File: src/rtl/burst_fault_capture.sv
module burst_fault_capture #(
  parameter bit         TRACK_INCR4_ONLY = 1'b0,
  parameter logic [7:0] REG_OFFSET       = 8'hA8,
  parameter int         CNT_W            = 4,
  parameter int         LEN_W            = 5
) (
  input  logic        clk,
  input  logic        rst_n,
  input  logic [1:0]  htrans,
  input  logic [2:0]  hburst,
  input  logic        hready,
  input  logic        hresp,
  input  logic        reg_we,
  input  logic [7:0]  reg_addr,
  input  logic [31:0] reg_wdata,
  output logic [31:0] status
);
  localparam logic [1:0]  TR_NONSEQ = 2'b10;
  localparam logic [2:0]  BT_INCR4  = 3'b011;
  localparam logic [2:0]  BT_INCR8  = 3'b101;
  localparam logic [2:0]  BT_INCR16 = 3'b111;
  localparam logic [31:0] FLAG_MASK = 32'h8000_0000;

  function automatic logic [LEN_W-1:0] beats_of(input logic [2:0] b);
    case (b)
      BT_INCR4:  beats_of = LEN_W'(4);
      BT_INCR8:  beats_of = TRACK_INCR4_ONLY ? '0 : LEN_W'(8);
      BT_INCR16: beats_of = TRACK_INCR4_ONLY ? '0 : LEN_W'(16);
      default:   beats_of = '0;
    endcase
  endfunction

  logic             dp_valid;
  logic [2:0]       dp_burst;
  logic [CNT_W-1:0] beat_cnt;
  logic             flag;
  logic [2:0]       cap_burst;
  logic [LEN_W-1:0] cap_len;
  logic [CNT_W-1:0] cap_cnt;

  wire addr_taken = hready && htrans[1];
  wire beat_ok    = dp_valid && hready && !hresp;
  wire err_first  = dp_valid && hresp && !hready;
  wire sw_clear   = reg_we && (reg_addr == REG_OFFSET) && ((reg_wdata & FLAG_MASK) == '0);
  wire flag_kept  = flag && !sw_clear;
  wire capture    = err_first && (beats_of(dp_burst) != '0) && !flag_kept;

  always_ff @(posedge clk or negedge rst_n) begin
    if (!rst_n) begin
      dp_valid <= 1'b0;
      dp_burst <= '0;
      beat_cnt <= '0;
    end else begin
      if (hready) dp_valid <= htrans[1];
      if (addr_taken) dp_burst <= hburst;
      if (addr_taken && htrans == TR_NONSEQ) beat_cnt <= '0;
      else if (beat_ok) beat_cnt <= beat_cnt + 1'b1;
    end
  end

  always_ff @(posedge clk or negedge rst_n) begin
    if (!rst_n) begin
      flag      <= 1'b0;
      cap_burst <= '0;
      cap_len   <= '0;
      cap_cnt   <= '0;
    end else if (capture) begin
      flag      <= 1'b1;
      cap_burst <= dp_burst;
      cap_len   <= beats_of(dp_burst);
      cap_cnt   <= beat_cnt;
    end else if (sw_clear) begin
      flag      <= 1'b0;
      cap_burst <= '0;
      cap_len   <= '0;
      cap_cnt   <= '0;
    end
  end

  assign status = {flag, 19'b0, cap_burst, cap_len, cap_cnt};
endmodule

File: config.mk
export PLATFORM = sky130hd
export DESIGN_NAME = burst_fault_capture
export DESIGN_NICKNAME = d
export VERILOG_FILES = /design/src/rtl/burst_fault_capture.sv
export SDC_FILE = /design/constraint.sdc
export NUM_CORES = 1
export LEC_CHECK = 0
export BUFFER_PORTS_ARGS = -buffer_cell sky130_fd_sc_hd__buf_4
export CORE_MARGIN = 2
export CORE_UTILIZATION = 25
export DETAILED_ROUTE_END_ITERATION = 10
export PLACE_DENSITY_LB_ADDON = 0.25
export SLEW_MARGIN = 30
export SYNTH_ARGS = -nofsm -noshare
export SYNTH_HDL_FRONTEND = slang
export SYNTH_SLANG_ARGS = --single-unit
File: constraint.sdc
create_clock -name clk -period 1.53 [get_ports clk]
set_clock_uncertainty 0.15 [all_clocks]
set_input_delay 0.306 -clock clk [delete_from_list [all_inputs] [get_ports clk]]
set_output_delay 0.306 -clock clk [all_outputs]
set_load 0.01 [all_outputs]
== After elaboration in Yosys (flattened, before gate mapping) ==
Index checks and enable logic that the tools add are counted.

* Input port bits: 50
* Flip-flop bits (word level): 21
* Logic and storage cells: 43
* Output and inout bits: 32

* Mux-type cells: 11
* Add/subtract/negate cells: 1
* Reductions and logical operators: 19
* Equality and inequality tests: 5

{| class="wikitable"
|+ Operator list
! cell !! count
|-
| 32-bit logical NOT || 1
|-
| 4-bit 2-to-1 mux || 4
|-
| 5-bit one-hot mux with 3 select lines || 1
|-
| 1-bit logical AND || 11
|-
| 5-bit 2-to-1 mux || 2
|-
| 8-bit equality test, second input constant || 1
|-
| 3-bit equality test, second input constant || 2
|-
| 3-bit 2-to-1 mux || 2
|-
| 5-bit nonzero test || 1
|-
| 4-bit by 1-bit adder with 4-bit output, second input constant || 1
|-
| 1-bit logical NOT || 4
|-
| 2-bit nonzero test || 2
|-
| 3-bit by 2-bit equality test with 1-bit output, second input constant || 1
|-
| 2-bit equality test, second input constant || 1
|-
| 1-bit 2-to-1 mux || 2
|}

== Logic depth before layout (Yosys ltp) ==
* Depth after elaboration: 8
* Depth in mapped cells: 5
* Gate-level depth less buffers: 4

== Worst setup path after synthesis ==
OpenSTA, ideal clock, no wires.

* Path kind: input -> register
* Start: in reg_addr[1]
* End: reg cap_burst[1]
* Setup time: 121 ps
* Path slack: 15 ps
* Arrival: 1244 ps
* Cell stages on the path: 5
* Path buffers: 1
* Required time: 1259 ps
* Path through: nor4b_2 > nand4b_2 > o21a_1 > buf_6 > a22o_1

* Cells in the longest elaborated chain, start to end: 8
* Elaborated cells on any way between the ends: 9
* Those cells by class: eq/ne (1); mux (1); reduce/logical (7)

{| class="wikitable"
|+ RTL lines
! element !! line !! text
|-
| from (decl) || 14 || <nowiki>input logic [7:0] reg_addr,</nowiki>
|-
| 8-bit equality test (*) || 44 || <nowiki>wire sw_clear = reg_we && (reg_addr == REG_OFFSET) && ((reg_wdata & FLAG_MASK) == '0);</nowiki>
|-
| 1-bit logical AND (*) (2 in a row) || 44 ||
|-
| 1-bit logical NOT || 45 || <nowiki>wire flag_kept = flag && !sw_clear;</nowiki>
|-
| 1-bit logical AND || 45 ||
|-
| 1-bit logical NOT || 46 || <nowiki>wire capture = err_first && (beats_of(dp_burst) != '0) && !flag_kept;</nowiki>
|-
| 1-bit logical AND || 46 ||
|-
| 3-bit 2-to-1 mux or 2-bit nonzero test (tied branches) || -- ||
|-
| to (signal assigned) || 69 || <nowiki>cap_burst <= dp_burst;</nowiki>
|-
| to (decl) || 37 || <nowiki>logic [2:0] cap_burst;</nowiki>
|}

Mark *: on every way between the ends. The rest lies on a longest branch, timed or not.
A chain may end at the register's enable or synchronous reset.

== Worst setup path in the final report ==
* Start: reg dp_valid
* End: reg cap_cnt[2]

* Cells in the longest elaborated chain, start to end: 5
* Elaborated cells on any way between the ends: 6
* Those cells by class: mux (1); reduce/logical (5)

{| class="wikitable"
|+ RTL lines
! element !! line !! text
|-
| from (decl) || 33 || <nowiki>logic dp_valid;</nowiki>
|-
| from (signal assigned) || 54 || <nowiki>if (hready) dp_valid <= htrans[1];</nowiki>
|-
| 1-bit logical AND (*) (2 in a row) || 43 || <nowiki>wire err_first = dp_valid && hresp && !hready;</nowiki>
|-
| 1-bit logical AND (*) (2 in a row) || 46 ||
|-
| 4-bit 2-to-1 mux or 2-bit nonzero test (tied branches) || -- ||
|-
| to (signal assigned) || 71 || <nowiki>cap_cnt <= beat_cnt;</nowiki>
|-
| to (decl) || 39 || <nowiki>logic [CNT_W-1:0] cap_cnt;</nowiki>
|}

Marks and branches as above.

==> flow_summary.ini <==
[timing]
max_freq_mhz = 689
min_period_ns = 1.45
setup_violations = 0
fin_crit_sh = 0.949
drv_slew = 0
rsz0062_at_grt = no
hold_viol = 0
hold-worst-slack_ns = 0.140

[setup_path]
cpMaxStageDelayCell = dfrtp_1
crit_chain = nor2b_1 > o2111ai_2 > o21a_4 > a22o_1
crit_required_ns = 1.52
cp_slowest_stage_delay_ns = 0.33
worstSetupEndpointType = flip-flop
arrival_ns = 1.44
crit_fanout = 10
cp-start-kind = flip-flop
cpLargestDelayFamily = compound AO/OA/AOI/OAI gates
path_buf_inv = 0
crit_type = reg2reg

[job]
maxCapViolations = 0

[floorplan]
num_io_pins = 82
core_area_um2 = 3740
rows = 22
die_w_um = 67
fp.dieH_um = 67
dieArea_um2 = 4490
start_util = 0.265

[synth]
syn_avg_cell_area_um2 = 11.5
synth.distinct_cells = 25
synth_area_um2 = 992
postSynthCellCount = 86
synth_seq_cells = 19
ys_seq_area_frac = 0.479
ys_warn_count = 0

[layout]
antenna_cells = 0
mostFrequentLayoutCell = buf_4
layout_common_cells = buf_4, conb_1, dfrtp_1
finalNetCount = 173
area_growth_pct = 30.3
drive_gt1_frac = 0.380

[global_route]
grt_overflow_total = 0
antenna_found_initial = 0
grt_pass1_vias = 629
grt_max_degree = 20
grt_pass1_wl_mm = 2.94
groute.usage.overall = 0.0860

[routing]
avgRoutedWirePerCell_um = 11.3
drc = 0
totalWireLength_mm = 1.90
postRouteAntennaNets = 0
first_pass_iters = 4
vias = 679
drt_iter0_markers = 25
viasPerCell = 4.02

[cts]
cts_made_buffers = 3
worstSkewPairLatency_ns = 0.25
htree_levels = 1
cts.sinks = 19
clk_pin_slew_ns = 0.07
clockRootBuffer = clkbuf_8
cts_tree = done
cts_buffer_depth = 2

[power]
p_leak_nw = 0.669
power_mw = 1.51
peakVddDrop_mv = 0.431
power_density_nw_per_um2 = 1160

[placed_design]
portBuffers = 29
place.gp.congestion = 0.689
hpwl_mm = 1.41

[hold_path]
hold_class = in2reg

[outcome]
outcome = complete, no violations
-- routing by layer --
metal,GRT usage,share of wire
met1,0.113,0.43
met5,0,0
met4,0.0383,0.014
met2,0.144,0.50
met3,0.00507,0.048
-- sequential cells by signal (all words and copies together), names as in the netlist --
register and cells:
dp_burst 3, cap_len 3, cap_burst 3, dp_valid 1, beat_cnt 4, flag 1
cap_cnt 4
-- cell type report --
cell class                      count  area [µm²]
Clock buffer                        3        41.3
Clock inverter                      1        5.00
Fill cell                         397        2450
Multi-Input combinational cell     64         453
Sequential cell                    19         475
Tap cell                           48        60.1
Timing Repair Buffer               34         258
-- worst reg2reg max path: cells and delay by family (launching register included) --
kind	cells	cell delay [ns]
AO/OA/AOI/OAI	3	0.68
flip-flops	1	0.33
AND/OR/NAND/NOR	1	0.18
-- metrics by stage --
| step | instances | TNS (ns) | utilization | instance area [µm²] | setup slack (ns) |
|---|---|---|---|---|---|
| floorplan | 106 | 0 | - | 1070 | 0.0148 |
| global placement | 163 | -1.70 | 0.319 | 1190 | -0.179 |
| detailed placement | 163 | -2.29 | 0.319 | 1190 | -0.242 |
| CTS | 168 | 0 | 0.335 | 1250 | 0.0322 |
| global route | 169 | 0 | 0.345 | 1290 | 0.00634 |
| finish | 169 | 0 | 0.345 | 1290 | 0.0787 |
-- cell usage after synthesis --
| cell type | instances | share of area |
|---|---|---|
| nor2_1 | 7 | 0.026 |
| nand2_1 | 6 | 0.023 |
| a21o_1 | 1 | 0.0076 |
| mux2i_1 | 1 | 0.010 |
| nand4_1 | 1 | 0.0063 |
| and4bb_1 | 1 | 0.013 |
| nor2b_1 | 1 | 0.0063 |
| buf_6 | 1 | 0.011 |
| xor2_1 | 2 | 0.018 |
| buf_4 | 22 | 0.17 |
| conb_1 | 1 | 0.0038 |
| xnor2_1 | 1 | 0.0088 |
| nor4b_2 | 1 | 0.015 |
| o2111ai_2 | 1 | 0.015 |
| a21oi_4 | 1 | 0.016 |
| dfrtp_1 | 19 | 0.48 |
| ha_1 | 1 | 0.013 |
| nand4b_2 | 1 | 0.015 |
| nand2b_1 | 1 | 0.0063 |
| a22o_1 | 9 | 0.079 |
| clkbuf_1 | 1 | 0.0038 |
| and3_1 | 1 | 0.0063 |
| mux2_2 | 3 | 0.034 |
| and3b_1 | 1 | 0.0088 |
| o21a_1 | 1 | 0.0076 |
-- power by group --
group | switching, mW | total (mW) | internal (mW)
registers | 0.109 | 0.732 | 0.623
clock network | 0.162 | 0.343 | 0.180
logic | 0.181 | 0.430 | 0.249
total | 0.453 | 1.51 | 1.05
-- repair_timing --
| action | in CTS | in global routing |
|---|---|---|
| gates resized for setup | 1 | 4 |
| setup buffers | 0 | 0 |
| hold endpoints to repair | 19 | 0 |
| gates cloned | 0 | 1 |
| endpoints found under the setup margin | 9 | 9 |
| hold buffers | 1 | 0 |
-- path summary, 6_finish.rpt --
| path | startpoint | endpoint | slack [ns] | depth (start not counted) |
|---|---|---|---|---|
| worst max-delay path | dp_valid$_DFFE_PN0P_ | cap_cnt[2]$_DFFE_PN0P_ | 0.08 | 4 |
| worst min-delay path | hburst[0] | dp_burst[0]$_DFFE_PN0P_ | 0.14 | 2 |
| worst max register to register | dp_valid$_DFFE_PN0P_ | cap_cnt[2]$_DFFE_PN0P_ | 0.08 | 4 |
| worst min register to register | cap_burst[0]$_DFFE_PN0P_ | cap_burst[0]$_DFFE_PN0P_ | 0.34 | 1 |
| max in group asynchronous | rst_n | cap_burst[2]$_DFFE_PN0P_ | 0.72 | 2 |
| min in group asynchronous | rst_n | flag$_DFFE_PN0P_ | 0.31 | 2 |
-- logic make-up (layout without fill, tap and decap cells) --
logic type,Yosys count,in the layout,share of synthesized area
AOI/OAI and AO/OA,13,14,0.126
xor gates and xnor gates,3,3,0.0265
adders and majority gates,1,1,0.0126
buffers and inverters,24,38,0.182
DFF,19,19,0.479
muxes,4,4,0.0441
other,1,21,0.00378
and+or+nand+nor,21,21,0.126
Note: power is estimated with default switching activity, not from simulation.
